===== src/rtl/lrei_pkg.sv =====
package lrei_pkg;
   // host register map
   localparam int unsigned ADDR_CTRL    = 0;
   localparam int unsigned ADDR_HOSTVAL = 1;
   // control register bit positions
   localparam int unsigned CTL_FLAG_BIT = 0;   // 1 = per-frame flag, 0 = bit count
   localparam int unsigned CTL_SRC_BIT  = 1;   // 1 = host value, 0 = automatic
   localparam int unsigned CTL_BITS     = 2;
endpackage


===== src/rtl/lrei_regs.sv =====
module lrei_regs
   import lrei_pkg::*;
#(
   parameter int unsigned ADDR_W  = 2,
   parameter int unsigned DATA_W  = 8,
   parameter int unsigned FIELD_W = 4
) (
   input  logic               clk,
   input  logic               rst_n,
   input  logic               wr,
   input  logic [ADDR_W-1:0]  addr,
   input  logic [DATA_W-1:0]  wdata,
   output logic [DATA_W-1:0]  rdata,
   output logic               flag_mode,
   output logic               host_src,
   output logic [FIELD_W-1:0] host_val
);
   logic sel_ctrl, sel_val;
   assign sel_ctrl = (addr == ADDR_W'(ADDR_CTRL));
   assign sel_val  = (addr == ADDR_W'(ADDR_HOSTVAL));

   always_ff @(posedge clk) begin
      if (!rst_n) begin
         flag_mode <= 1'b0;
         host_src  <= 1'b0;
         host_val  <= '0;
      end else if (wr) begin
         if (sel_ctrl) begin
            flag_mode <= wdata[CTL_FLAG_BIT];
            host_src  <= wdata[CTL_SRC_BIT];
         end
         if (sel_val)
            host_val <= wdata[FIELD_W-1:0];
      end
   end

   // readback, widening generated per data width
   logic [DATA_W-1:0] ctrl_rd, val_rd;
   generate
      if (DATA_W > FIELD_W) begin : g_val_pad
         assign val_rd = {{(DATA_W-FIELD_W){1'b0}}, host_val};
      end else begin : g_val_full
         assign val_rd = host_val;
      end
      if (DATA_W > CTL_BITS) begin : g_ctl_pad
         assign ctrl_rd = {{(DATA_W-CTL_BITS){1'b0}}, host_src, flag_mode};
      end else begin : g_ctl_full
         assign ctrl_rd = {host_src, flag_mode};
      end
   endgenerate

   always_comb begin
      if (sel_ctrl)     rdata = ctrl_rd;
      else if (sel_val) rdata = val_rd;
      else              rdata = '0;
   end
endmodule


===== src/rtl/lrei_calc.sv =====
module lrei_calc #(
   parameter int unsigned PAR_W   = 8,
   parameter int unsigned FIELD_W = 4
) (
   input  logic               clk,
   input  logic               rst_n,
   input  logic               done,
   input  logic [PAR_W-1:0]   par_exp,
   input  logic [PAR_W-1:0]   par_got,
   input  logic               loss,
   input  logic               flag_mode,
   output logic [FIELD_W-1:0] pend
);
   localparam int unsigned CNT_W = $clog2(PAR_W + 1);

   logic [PAR_W-1:0]   diff;
   logic [CNT_W-1:0]   cnt;
   logic [FIELD_W-1:0] value;

   assign diff = par_exp ^ par_got;

   always_comb begin
      cnt = '0;
      for (int i = 0; i < PAR_W; i++)
         cnt = cnt + CNT_W'(diff[i]);
   end

   always_comb begin
      if (loss)           value = '0;
      else if (flag_mode) value = FIELD_W'(|diff);
      else                value = FIELD_W'(cnt);
   end

   always_ff @(posedge clk) begin
      if (!rst_n)    pend <= '0;
      else if (done) pend <= value;
   end
endmodule


===== src/rtl/lrei_insert.sv =====
module lrei_insert #(
   parameter int unsigned FIELD_W = 4
) (
   input  logic               clk,
   input  logic               rst_n,
   input  logic               start,
   input  logic               host_src,
   input  logic               loss,
   input  logic [FIELD_W-1:0] host_val,
   input  logic [FIELD_W-1:0] auto_val,
   output logic [FIELD_W-1:0] field
);
   always_ff @(posedge clk) begin
      if (!rst_n)
         field <= '0;
      else if (start) begin
         if (host_src)  field <= host_val;
         else if (loss) field <= '0;
         else           field <= auto_val;
      end
   end
endmodule


===== src/rtl/line_rei_gen.sv =====
module line_rei_gen #(
   parameter int unsigned PAR_W   = 8,
   parameter int unsigned FIELD_W = 4,
   parameter int unsigned ADDR_W  = 2,
   parameter int unsigned DATA_W  = 8
) (
   input  logic               clk,
   input  logic               rst_n,
   input  logic               rx_frame_done,
   input  logic [PAR_W-1:0]   rx_par_exp,
   input  logic [PAR_W-1:0]   rx_par_got,
   input  logic               rx_los,
   input  logic               rx_lof,
   input  logic               tx_frame_start,
   input  logic               host_wr,
   input  logic [ADDR_W-1:0]  host_addr,
   input  logic [DATA_W-1:0]  host_wdata,
   output logic [DATA_W-1:0]  host_rdata,
   output logic [FIELD_W-1:0] rei_field
);
   localparam int unsigned CNT_W = $clog2(PAR_W + 1);

   generate
      if (FIELD_W < CNT_W) begin : g_bad_field
         $error("FIELD_W too narrow for a full parity error count");
      end
      if (DATA_W < FIELD_W || DATA_W < 2) begin : g_bad_data
         $error("DATA_W must hold the host value and the control bits");
      end
      if (ADDR_W < 1) begin : g_bad_addr
         $error("ADDR_W must be at least 1");
      end
   endgenerate

   logic               flag_mode, host_src, loss;
   logic [FIELD_W-1:0] host_val, pend_val;

   assign loss = rx_los | rx_lof;

   lrei_regs #(.ADDR_W(ADDR_W), .DATA_W(DATA_W), .FIELD_W(FIELD_W)) u_regs (
      .clk(clk), .rst_n(rst_n), .wr(host_wr), .addr(host_addr),
      .wdata(host_wdata), .rdata(host_rdata), .flag_mode(flag_mode),
      .host_src(host_src), .host_val(host_val)
   );

   lrei_calc #(.PAR_W(PAR_W), .FIELD_W(FIELD_W)) u_calc (
      .clk(clk), .rst_n(rst_n), .done(rx_frame_done), .par_exp(rx_par_exp),
      .par_got(rx_par_got), .loss(loss), .flag_mode(flag_mode), .pend(pend_val)
   );

   lrei_insert #(.FIELD_W(FIELD_W)) u_ins (
      .clk(clk), .rst_n(rst_n), .start(tx_frame_start), .host_src(host_src),
      .loss(loss), .host_val(host_val), .auto_val(pend_val), .field(rei_field)
   );
endmodule


===== config.mk =====
export PLATFORM = sky130hd
export DESIGN_NAME = line_rei_gen
export DESIGN_NICKNAME = d
export VERILOG_FILES = /design/src/rtl/lrei_pkg.sv /design/src/rtl/lrei_regs.sv /design/src/rtl/lrei_calc.sv /design/src/rtl/lrei_insert.sv /design/src/rtl/line_rei_gen.sv
export SDC_FILE = /design/constraint.sdc
export NUM_CORES = 1
export LEC_CHECK = 0
export ABC_AREA = 1
export ABC_CLOCK_PERIOD_IN_PS = 3500
export BUFFER_PORTS_ARGS = -buffer_cell sky130_fd_sc_hd__buf_2
export CORE_AREA = 2 2 51 53
export CTS_BUF_LIST = sky130_fd_sc_hd__clkbuf_4 sky130_fd_sc_hd__clkbuf_8
export DETAILED_ROUTE_END_ITERATION = 7
export DIE_AREA = 0 0 53 55
export GPL_TIMING_DRIVEN = 0
export MAX_ROUTING_LAYER = met4
export PLACE_DENSITY = 0.75
export SYNTH_ARGS = -nofsm -noshare
export SYNTH_HDL_FRONTEND = slang
export SYNTH_SLANG_ARGS = --single-unit

===== constraint.sdc =====
create_clock -name clk -period 3.5 [get_ports clk]
set_input_delay 0.7 -clock clk [delete_from_list [all_inputs] [get_ports clk]]
set_output_delay 0.7 -clock clk [all_outputs]
set_load 0.01 [all_outputs]

### Word level (Yosys, flattened, before mapping)

Cells that the tools add are included.

* output and inout bits: 12
* register bits: 14
* word-level logic and storage cells: 25
* input port bits: 33

* bitwise logic cells: 2
* reductions and logical operators: 4
* equality and inequality tests: 1
* add/sub/neg operators: 7
* multiplexer cells: 6

Operator list (number)
* $add 4x1->4: 6
* $mux 4: 5
* $mux 8: 1
* $reduce_or 8->1: 1
* $xor 8x8->8: 1
* $reduce_and 2->1: 2
* $add 1x1->2: 1
* $eq 2x1->1 const B: 1
* $logic_not 2->1: 1
* $or 1x1->1: 1

### Longest topological paths before layout

Gate-level depths: netlist of run 1.

* word-level depth: 10
* gate-level depth with buffers: 13
* gate-level depth less buffers: 13

### Modules after synthesis

From an unflattened synthesis of run 1, not the netlist that was laid out.

* cell total of the unflattened synthesis: 155
* area total of the unflattened synthesis: 1016.0 µm²

Modules (own cells, without submodules)
* lrei_calc: seq. area each 80.1 µm², cells an instance 79, times used 1, area an instance 506.7 µm²
* lrei_regs: seq. area each 120.1 µm², cells an instance 51, times used 1, area an instance 327.8 µm²
* lrei_insert: seq. area each 80.1 µm², cells an instance 22, times used 1, area an instance 170.2 µm²
* line_rei_gen: seq. area each 0.0 µm², cells an instance 3, times used 1, area an instance 11.3 µm²

### Worst setup path after synthesis of run 1

OpenSTA, ideal clock, no wires.

* path type: input port to flip-flop
* start: input rx_par_got[0]
* end: register u_calc.pend[1]
* data arrival time: 3.324 ns
* stages on the path: 11
* buffers on the path: 0
* required time: 3.381 ns
* library setup time: 0.119 ns
* setup slack: 0.056 ns
* cells stage by stage: xnor2_1 -> inv_1 -> ha_1 -> fa_1 -> inv_1 -> fa_1 -> fa_1 -> inv_2 -> fa_1 -> nand2_1 -> a21oi_1

* cells in the longest elaborated chain, start to end: 10

RTL lines
* start: declaration: line line_rei_gen.sv:11 `input logic [PAR_W-1:0] rx_par_got,`
* $xor 8x8->8: line lrei_calc.sv:20 `assign diff = par_exp ^ par_got;`
* $add 1x1->2: line lrei_calc.sv:25 `cnt = cnt + CNT_W'(diff[i]);`
* $add 4x1->4 (6 in a row): line lrei_calc.sv:25
* $mux 4: line lrei_calc.sv:30 `else if (flag_mode) value = FIELD_W'(|diff);`
* $mux 4: line lrei_calc.sv:29 `if (loss) value = '0;`
* end signal: assignment: line lrei_calc.sv:36 `else if (done) pend <= value;`
* end: declaration: line lrei_calc.sv:12 `output logic [FIELD_W-1:0] pend`

No other way between the ends.
A chain may end at the register's enable or synchronous reset.

### Final worst setup path of run 1

Same ends and word-level chain as after synthesis.

==> results.json, run 1 <==
{
  "synth_top_area_frac": 0.291,
  "finalSetupTns_ns": 0,
  "synthDistinctLibCells": 26,
  "drt-pass1-iter-count": 4,
  "finalNetCount": 220,
  "ys_seq_area_frac": 0.291,
  "post-dp-hpwl_mm": 1.76,
  "cts_resized": 0,
  "clk_latency_ns": 0.28,
  "viasPerCell": 4.57,
  "drtIter0Drc": 8,
  "numCtsBuffers": 3,
  "initial_core_util": 0.408,
  "yosysTopAreaCell": "dfxtp_1",
  "slew_viol_final": 0,
  "synth_seq_cells": 14,
  "arrival_ns": 3.51,
  "place.gp.congestion": 0.741,
  "dpl_worst_slack_ns": -0.169,
  "die_h_um": 55,
  "critPathTopFamily": "adder cells",
  "peakVddDrop_mv": 0.159,
  "netlist_instances": 135,
  "reg2reg_slack_ns": 2.49,
  "core_region_area_sq_um": 2360,
  "synth_fa_ha_area_frac": 0.135,
  "tritoncts": "yes",
  "p_leak_nw": 0.651,
  "die-area_sq_um": 2920,
  "required_ns": 3.66,
  "antenna_cells": 0,
  "wire_per_inst_um": 9.70,
  "clock_sinks": 14,
  "setup_viol": 0,
  "yosys_warnings": 0,
  "powerDensity_nw_per_um2": 348,
  "hold_viol": 0,
  "crit_fanout": 2,
  "period_minus_slack_ns": 3.34,
  "drtAntennaViolNets": 0,
  "post_dp_cell_area_sq_um": 1190,
  "synth_compound_area_frac": 0.163,
  "wl_mm": 2.02,
  "route.detailed.drc": 0,
  "path_buf_inv": 4,
  "num_vias": 951,
  "stdcell_area_sq_um": 1240,
  "path_common_cell": "fa_1",
  "ctsHtreeMaxLevel": 1,
  "die_w_um": 53,
  "syn2layout_area_growth_pct": 28.3,
  "syn-cell-area_sq_um": 965,
  "grt_max_degree": 11,
  "post-cts-setup-buffers": 0,
  "yosysMostFrequentCell": "nand2_1",
  "drv_cap": 0,
  "port-buffer-count": 36,
  "antenna_found_initial": 0,
  "cp_cell_sequence": "buf_2 > xnor2_2 > inv_1 > ha_1 > fa_1 > inv_1 > fa_1 > fa_1 > inv_2 > fa_1 > nand2_1 > a21oi_1",
  "synthArstFlopShare": 0,
  "num_rows": 18,
  "drive_gt1_frac": 0.320,
  "synth-edff-count": 0,
  "fin_crit_sh": 0.955,
  "hold_path_class": "register to register",
  "status": "finished, final reports clean",
  "cp-end-kind": "register",
  "synth-simple-area-share": 0.222,
  "skew_ns": 0.0106,
  "synth_common_cells": "nand2_1 (29), inv_1 (25), dfxtp_1 (14)",
  "rsz0062_at_grt": "false",
  "clk_path_buf_depth": 2,
  "synth_area_leaders": "dfxtp_1 (29%), nand2_1 (11%), inv_1 (9.7%)",
  "grt_pass1_wl_mm": 3.23,
  "synth_top_family_by_area": "simple AND/OR/NAND/NOR gates",
  "fmax_ghz": 0.299,
  "critPathKind": "primary input to register",
  "setup_ws_ns": 0.157,
  "cp_slowest_stage_delay_ns": 0.54,
  "grt_pass1_vias": 899,
  "root_buffer": "clkbuf_4",
  "avgSynthCellArea_sq_um": 7.15,
  "yosys_most_used_dff": "dfxtp_1",
  "cp-start-kind": "primary input",
  "holdWs_ns": 0.480,
  "yosys.area_share.xor_xnor": 0.0363,
  "cts_hold_buf": 0,
  "ios": 45,
  "synth_mux_area_frac": 0,
  "grt.overflow.total": 0,
  "cp_slowest_cell": "fa_1",
  "clk_pin_slew_worst_paths_ns": 0.09,
  "grt.total_usage": 0.154
}
-- final timing paths --
check                                                     start                              end  cells after the start
worst max-delay path                              rx_par_got[0]      u_calc.pend[1]$_SDFFE_PN0P_                     12
worst min-delay path            u_regs.host_val[2]$_SDFFE_PN0P_  u_regs.host_val[2]$_SDFFE_PN0P_                      2
worst max register to register    u_regs.flag_mode$_SDFFE_PN0P_      u_calc.pend[0]$_SDFFE_PN0P_                      7
worst min register to register  u_regs.host_val[2]$_SDFFE_PN0P_  u_regs.host_val[2]$_SDFFE_PN0P_                      2
-- per-stage QoR --
| stage | total power, mW | util | instances |
|---|---|---|---|
| after floorplan | 0.276 | - | 138 |
| after detailed placement | 0.320 | 0.505 | 204 |
| after CTS | 0.433 | 0.520 | 208 |
| after global routing | 0.462 | 0.523 | 208 |
| final | 0.431 | 0.523 | 208 |
| after global placement | 0.311 | 0.505 | 204 |
-- cells in the final DEF, fill, tap and decap left out, types with 3 or more instances in the layout --
master	count
nor2_1	6
a31oi_1	4
buf_4	4
inv_2	3
buf_2	37
inv_1	25
clkbuf_4	3
a21oi_1	9
o21ai_0	4
fa_1	4
dfxtp_1	14
ha_1	4
o21ai_1	6
nand2_1	29
conb_1	4
nand3_1	5
-- power by group --
group,internal [mW],switching [mW]
combinational,0.0650,0.0762
clock,0.0632,0.0529
sequential,0.168,0.00539
-- final cells by class --
| cell class | count | area [sq um] |
|---|---|---|
| multi-input cells | 90 | 559 |
| fillers | 253 | 1130 |
| plain buffers | 5 | 35.0 |
| inverters | 29 | 109 |
| flip-flops and latches | 14 | 280 |
| clock buffers | 4 | 36.3 |
| well taps | 30 | 37.5 |
| repair buffers | 36 | 180 |
-- routing by layer --
metal,wire (um),GRT usage
met1,749,0.136
met3,96,0.0161
met5,0,-
met4,0,0.0598
met2,1170,0.329
-- tightest hold or removal path, stage by stage (launching register included) --
cell and delay, ns:
dfxtp_1 0.32, inv_1 0.07, a21oi_1 0.05
-- flip-flops by register name, indices dropped and copies added (netlist names) --
signal            flops
u_regs.host_val       4
u_calc.pend           4
u_ins.field           4
u_regs.host_src       1
u_regs.flag_mode      1
-- logic make-up after synthesis --
family / count (synthesis)
AND/OR/NAND/NOR: 46
flip-flops: 14
AO/OA/AOI/OAI: 28
adder cells (fa/ha/maj): 8
buffers and inverters: 34
other: 1
XOR/XNOR: 4
Power figures use the tool's default switching activity.
==> run 2: changes to the inputs <==
ABC_CLOCK_PERIOD_IN_PS = 4150   (was 3500)
CORE_AREA = 2 2 50 52   (was 2 2 51 53)
DIE_AREA = 0 0 52 54   (was 0 0 53 55)
PLACE_DENSITY = 0.74   (was 0.75)
SETUP_SLACK_MARGIN = 0.1   (was default)
clock period = 4.15 ns   (was 3.5 ns; I/O delays follow)
==> results.json, run 2 (same netlist as run 1, synthesis figures left out) <==
{
  "drv_cap": 0,
  "final_common_cell": "buf_2",
  "drt-pass1-iter-count": 4,
  "required_ns": 4.32,
  "holdWs_ns": 0.467,
  "critPathTopFamily": "adder cells",
  "cp_cell_sequence": "buf_2 > xnor2_1 > inv_1 > ha_1 > fa_1 > inv_1 > fa_1 > fa_1 > inv_2 > fa_1 > nand2_1 > a21oi_1",
  "crit_fanout": 2,
  "period_minus_slack_ns": 3.48,
  "rsz0062_at_grt": "false",
  "skew_ns": 0.00186,
  "initial_core_util": 0.416,
  "die_w_um": 52,
  "grt.overflow.total": 0,
  "arrival_ns": 3.65,
  "layout_common_cells": "buf_2 (37), nand2_1 (29), inv_1 (25), dfxtp_1 (14), a21oi_1 (9)",
  "drtAntennaViolNets": 0,
  "fin_crit_sh": 0.838,
  "clock_sinks": 14,
  "clk_pin_slew_worst_paths_ns": 0.07,
  "fmax_ghz": 0.287,
  "clk_latency_ns": 0.28,
  "setup_viol": 0,
  "cp-start-kind": "primary input",
  "grt_pass1_vias": 821,
  "grt_max_degree": 11,
  "finalNetCount": 220,
  "reg.largest.list": "u_calc.pend x4, u_ins.field x4, u_regs.host_val x4",
  "route.detailed.drc": 0,
  "ctsHtreeMaxLevel": 1,
  "syn2layout_area_growth_pct": 26.1,
  "grt_pass1_wl_mm": 3.04,
  "powerDensity_nw_per_um2": 278,
  "drive_gt1_frac": 0.311,
  "clk_path_buf_depth": 2,
  "hold_viol": 0,
  "tritoncts": "yes",
  "ios": 45,
  "post-cts-setup-buffers": 0,
  "path_common_cell": "fa_1",
  "antenna_found_initial": 0,
  "cp-end-kind": "register",
  "num_vias": 936,
  "viasPerCell": 4.52,
  "wl_mm": 1.88,
  "cts_hold_buf": 0,
  "die-area_sq_um": 2810,
  "slew_viol_final": 0,
  "numCtsBuffers": 3,
  "root_buffer": "clkbuf_4",
  "post-dp-hpwl_mm": 1.63,
  "wire_per_inst_um": 9.08,
  "path_buf_inv": 4,
  "cp_slowest_stage_delay_ns": 0.54,
  "port-buffer-count": 36,
  "p_leak_nw": 0.638,
  "finalSetupTns_ns": 0,
  "peakVddDrop_mv": 0.158,
  "grt.total_usage": 0.152,
  "antenna_cells": 0,
  "cts_resized": 0,
  "cp_slowest_cell": "fa_1",
  "place.gp.congestion": 0.781,
  "status": "finished, final reports clean",
  "core_region_area_sq_um": 2320,
  "num_rows": 18,
  "placed_cells": 204,
  "stdcell_count": 207,
  "die_h_um": 54,
  "critPathKind": "primary input to register",
  "hold_path_class": "register to register",
  "drtIter0Drc": 14
}
## run 2: cell count changes in the layout (fill, tap and decap cells not counted)
cell	delta
clkbuf_8	-1
xnor2_2	-1
xnor2_1	+1
## run 2: path summary, 6_finish.rpt
check,cells after the start,slack (ns),startpoint,to
max,12,0.67,rx_par_got[0],u_calc.pend[1]$_SDFFE_PN0P_
min,2,0.47,u_calc.pend[1]$_SDFFE_PN0P_,u_calc.pend[1]$_SDFFE_PN0P_
max reg2reg,7,3.19,u_regs.flag_mode$_SDFFE_PN0P_,u_calc.pend[0]$_SDFFE_PN0P_
min reg2reg,2,0.47,u_calc.pend[1]$_SDFFE_PN0P_,u_calc.pend[1]$_SDFFE_PN0P_
## run 2: stage by stage
stage               power [mW]  cell area, sq um  setup slack (ns)  utilization
floorplan                0.233               976             0.576            -
global route             0.367              1220             0.523        0.524
global placement         0.262              1190             0.398        0.515
detailed placement       0.268              1190             0.350        0.515
finish                   0.338              1220             0.670        0.524
CTS                      0.344              1220             0.656        0.524
## run 2: layout make-up
cell class	instances	area, sq um
Fill cell	234	1100
Multi-Input combinational cell	90	552
Sequential cell	14	280
Timing Repair Buffer	36	180
Inverter	29	109
Tap cell	30	37.5
Buffer	5	35.0
Clock buffer	3	22.5
## run 2: metal layers
| layer | GRT usage | wire length (um) | vias to the layer above |
|---|---|---|---|
| met5 | - | 0 | - |
| met4 | 0.105 | 65 | 0 |
| met3 | 0.0194 | 90 | 6 |
| met2 | 0.287 | 992 | 27 |
| met1 | 0.143 | 730 | 402 |
| li1 | - | - | 501 |
## run 2: worst min-delay path: cells and delay by family (launching register included)
| kind | cells | cell delay (ns) |
|---|---|---|
| and+or+nand+nor | 1 | 0.06 |
| DFF | 1 | 0.31 |
| AOI/OAI and AO/OA | 1 | 0.05 |
## run 2: power by group
group | leakage, nW | internal (mW) | switching (mW)
logic | 0.510 | 0.0545 | 0.0630
clock network | 0.0138 | 0.0337 | 0.0407
registers | 0.114 | 0.142 | 0.00438
total | 0.638 | 0.230 | 0.108
==> run 3: changes to the inputs <==
ABC_CLOCK_PERIOD_IN_PS = 2800   (was 4150)
CORE_AREA = 2 2 51 53   (was 2 2 50 52)
DIE_AREA = 0 0 53 55   (was 0 0 52 54)
PLACE_DENSITY = 0.75   (was 0.74)
clock period = 2.8 ns   (was 4.15 ns; I/O delays follow)
==> results.json, run 3 (same netlist as run 1, synthesis figures left out) <==
{
  "viasPerCell": 4.62,
  "root_buffer": "clkbuf_4",
  "drv_cap": 0,
  "fmax_ghz": 0.343,
  "tritoncts": "yes",
  "slew_viol_final": 0,
  "setup_ws_ns": -0.117,
  "final_common_cell": "buf_2",
  "clk_latency_ns": 0.27,
  "hold_viol": 0,
  "grt.total_usage": 0.166,
  "antenna_cells": 0,
  "numCtsBuffers": 3,
  "initial_core_util": 0.408,
  "die_w_um": 53,
  "num_rows": 18,
  "die_h_um": 55,
  "place.gp.congestion": 0.753,
  "r2r_start": "u_regs.flag_mode$_SDFFE_PN0P_",
  "cp-end-kind": "register",
  "num_vias": 979,
  "post-dp-hpwl_mm": 1.69,
  "fill_cells": 250,
  "wire_per_inst_um": 9.60,
  "clock_sinks": 14,
  "core_region_area_sq_um": 2360,
  "skew_ns": 0.00233,
  "drtAntennaViolNets": 0,
  "cts_hold_buf": 0,
  "wl_mm": 2.04,
  "critPathKind": "primary input to register",
  "syn2layout_area_growth_pct": 40.7,
  "arrival_ns": 3.08,
  "reg2reg_slack_ns": 1.83,
  "grt_pass1_vias": 962,
  "min_path_cells": 2,
  "ios": 45,
  "grt.overflow.total": 0,
  "violations": "setup timing",
  "min_from": "u_calc.pend[0]$_SDFFE_PN0P_",
  "rsz0062_at_grt": "true",
  "hold_end": "u_calc.pend[0]$_SDFFE_PN0P_",
  "period_minus_slack_ns": 2.92,
  "p_leak_nw": 0.704,
  "route.detailed.drc": 0,
  "powerDensity_nw_per_um2": 412,
  "holdWs_ns": 0.485,
  "finalNetCount": 225,
  "hold_path_class": "register to register",
  "drtIter0Drc": 7,
  "regArea_sq_um": 280,
  "required_ns": 2.97,
  "finalSetupTns_ns": -0.213,
  "multi_input_area_sq_um": 623,
  "ctsHtreeMaxLevel": 1,
  "grt_max_degree": 11,
  "grt_pass1_wl_mm": 3.53,
  "layout_common_cells": "buf_2 (33), nand2_1 (29), inv_1 (23), dfxtp_1 (14), buf_4 (8)",
  "fin_crit_sh": 1.04,
  "setup_viol": 2,
  "clk_pin_slew_worst_paths_ns": 0.08,
  "clk_path_buf_depth": 2,
  "die-area_sq_um": 2920,
  "crit_fanout": 2,
  "drive_gt1_frac": 0.379,
  "status": "complete, but fails checks",
  "drt-pass1-iter-count": 7,
  "cp-start-kind": "primary input",
  "rr_endpoint": "u_calc.pend[0]$_SDFFE_PN0P_",
  "port-buffer-count": 36,
  "peakVddDrop_mv": 0.236,
  "reg.largest.list": "u_calc.pend x4, u_ins.field x4, u_regs.host_val x4",
  "r2r_cells": 7,
  "antenna_found_initial": 0
}
==> run 3: critical path, stage by stage <==
cell and delay, ns:
buf_8 0.10, xnor2_4 0.15, inv_2 0.06, ha_4 0.23, fa_1 0.48, inv_1 0.05
fa_1 0.46, fa_2 0.35, inv_2 0.07, fa_2 0.42, nand2_1 0.08, a21oi_1 0.06
==> run 3: stage by stage <==
step,utilization,area (sq um),power [mW],setup WS (ns),std cells
3_3_place_gp,0.518,1220,0.395,-0.446,204
4_1_cts,0.557,1320,0.543,-0.120,210
5_1_grt,0.574,1360,0.600,-0.231,212
3_5_place_dp,0.518,1220,0.408,-0.535,204
2_1_floorplan,-,1010,0.349,-0.244,138
6_report,0.574,1360,0.560,-0.117,212
==> run 3: layout make-up <==
type,instances,area share
multi-input combinational,90,0.459
sequential,14,0.206
timing repair buffer,41,0.184
inverter,29,0.0802
tap,30,0.0276
buffer,5,0.0258
clock buffer,3,0.0166
==> run 3: power breakdown <==
group	internal (mW)	total, mW	switching (mW)
registers	0.210	0.216	0.00651
clock network	0.0498	0.109	0.0588
logic	0.122	0.235	0.113
==> run 3: per-layer routing <==
metal,track usage,part of all wire,vias to the layer above
met4,0.0641,0.0049,0
li1,-,-,513
met5,-,0,-
met2,0.354,0.55,32
met1,0.149,0.38,432
met3,0.0161,0.064,2
==> run 3: how the worst max path moves through the flow <==
stage	start	end	depth (start not counted)
after floorplan	rx_par_got[1]	u_calc.pend[1]$_SDFFE_PN0P_	11
after global placement	rx_par_got[1]	u_calc.pend[1]$_SDFFE_PN0P_	12
after detailed placement	rx_par_got[1]	u_calc.pend[1]$_SDFFE_PN0P_	12
after CTS	rx_par_got[1]	u_calc.pend[1]$_SDFFE_PN0P_	12
after global routing	rx_par_got[1]	u_calc.pend[2]$_SDFFE_PN0P_	13
final	rx_par_got[1]	u_calc.pend[1]$_SDFFE_PN0P_	12
==> run 3: timing repair <==
item / in CTS / in global routing
setup endpoints to repair: 4 / 4
setup buffers: 3 / 2
resized for setup: 10 / 5
pin swaps: 3 / 2
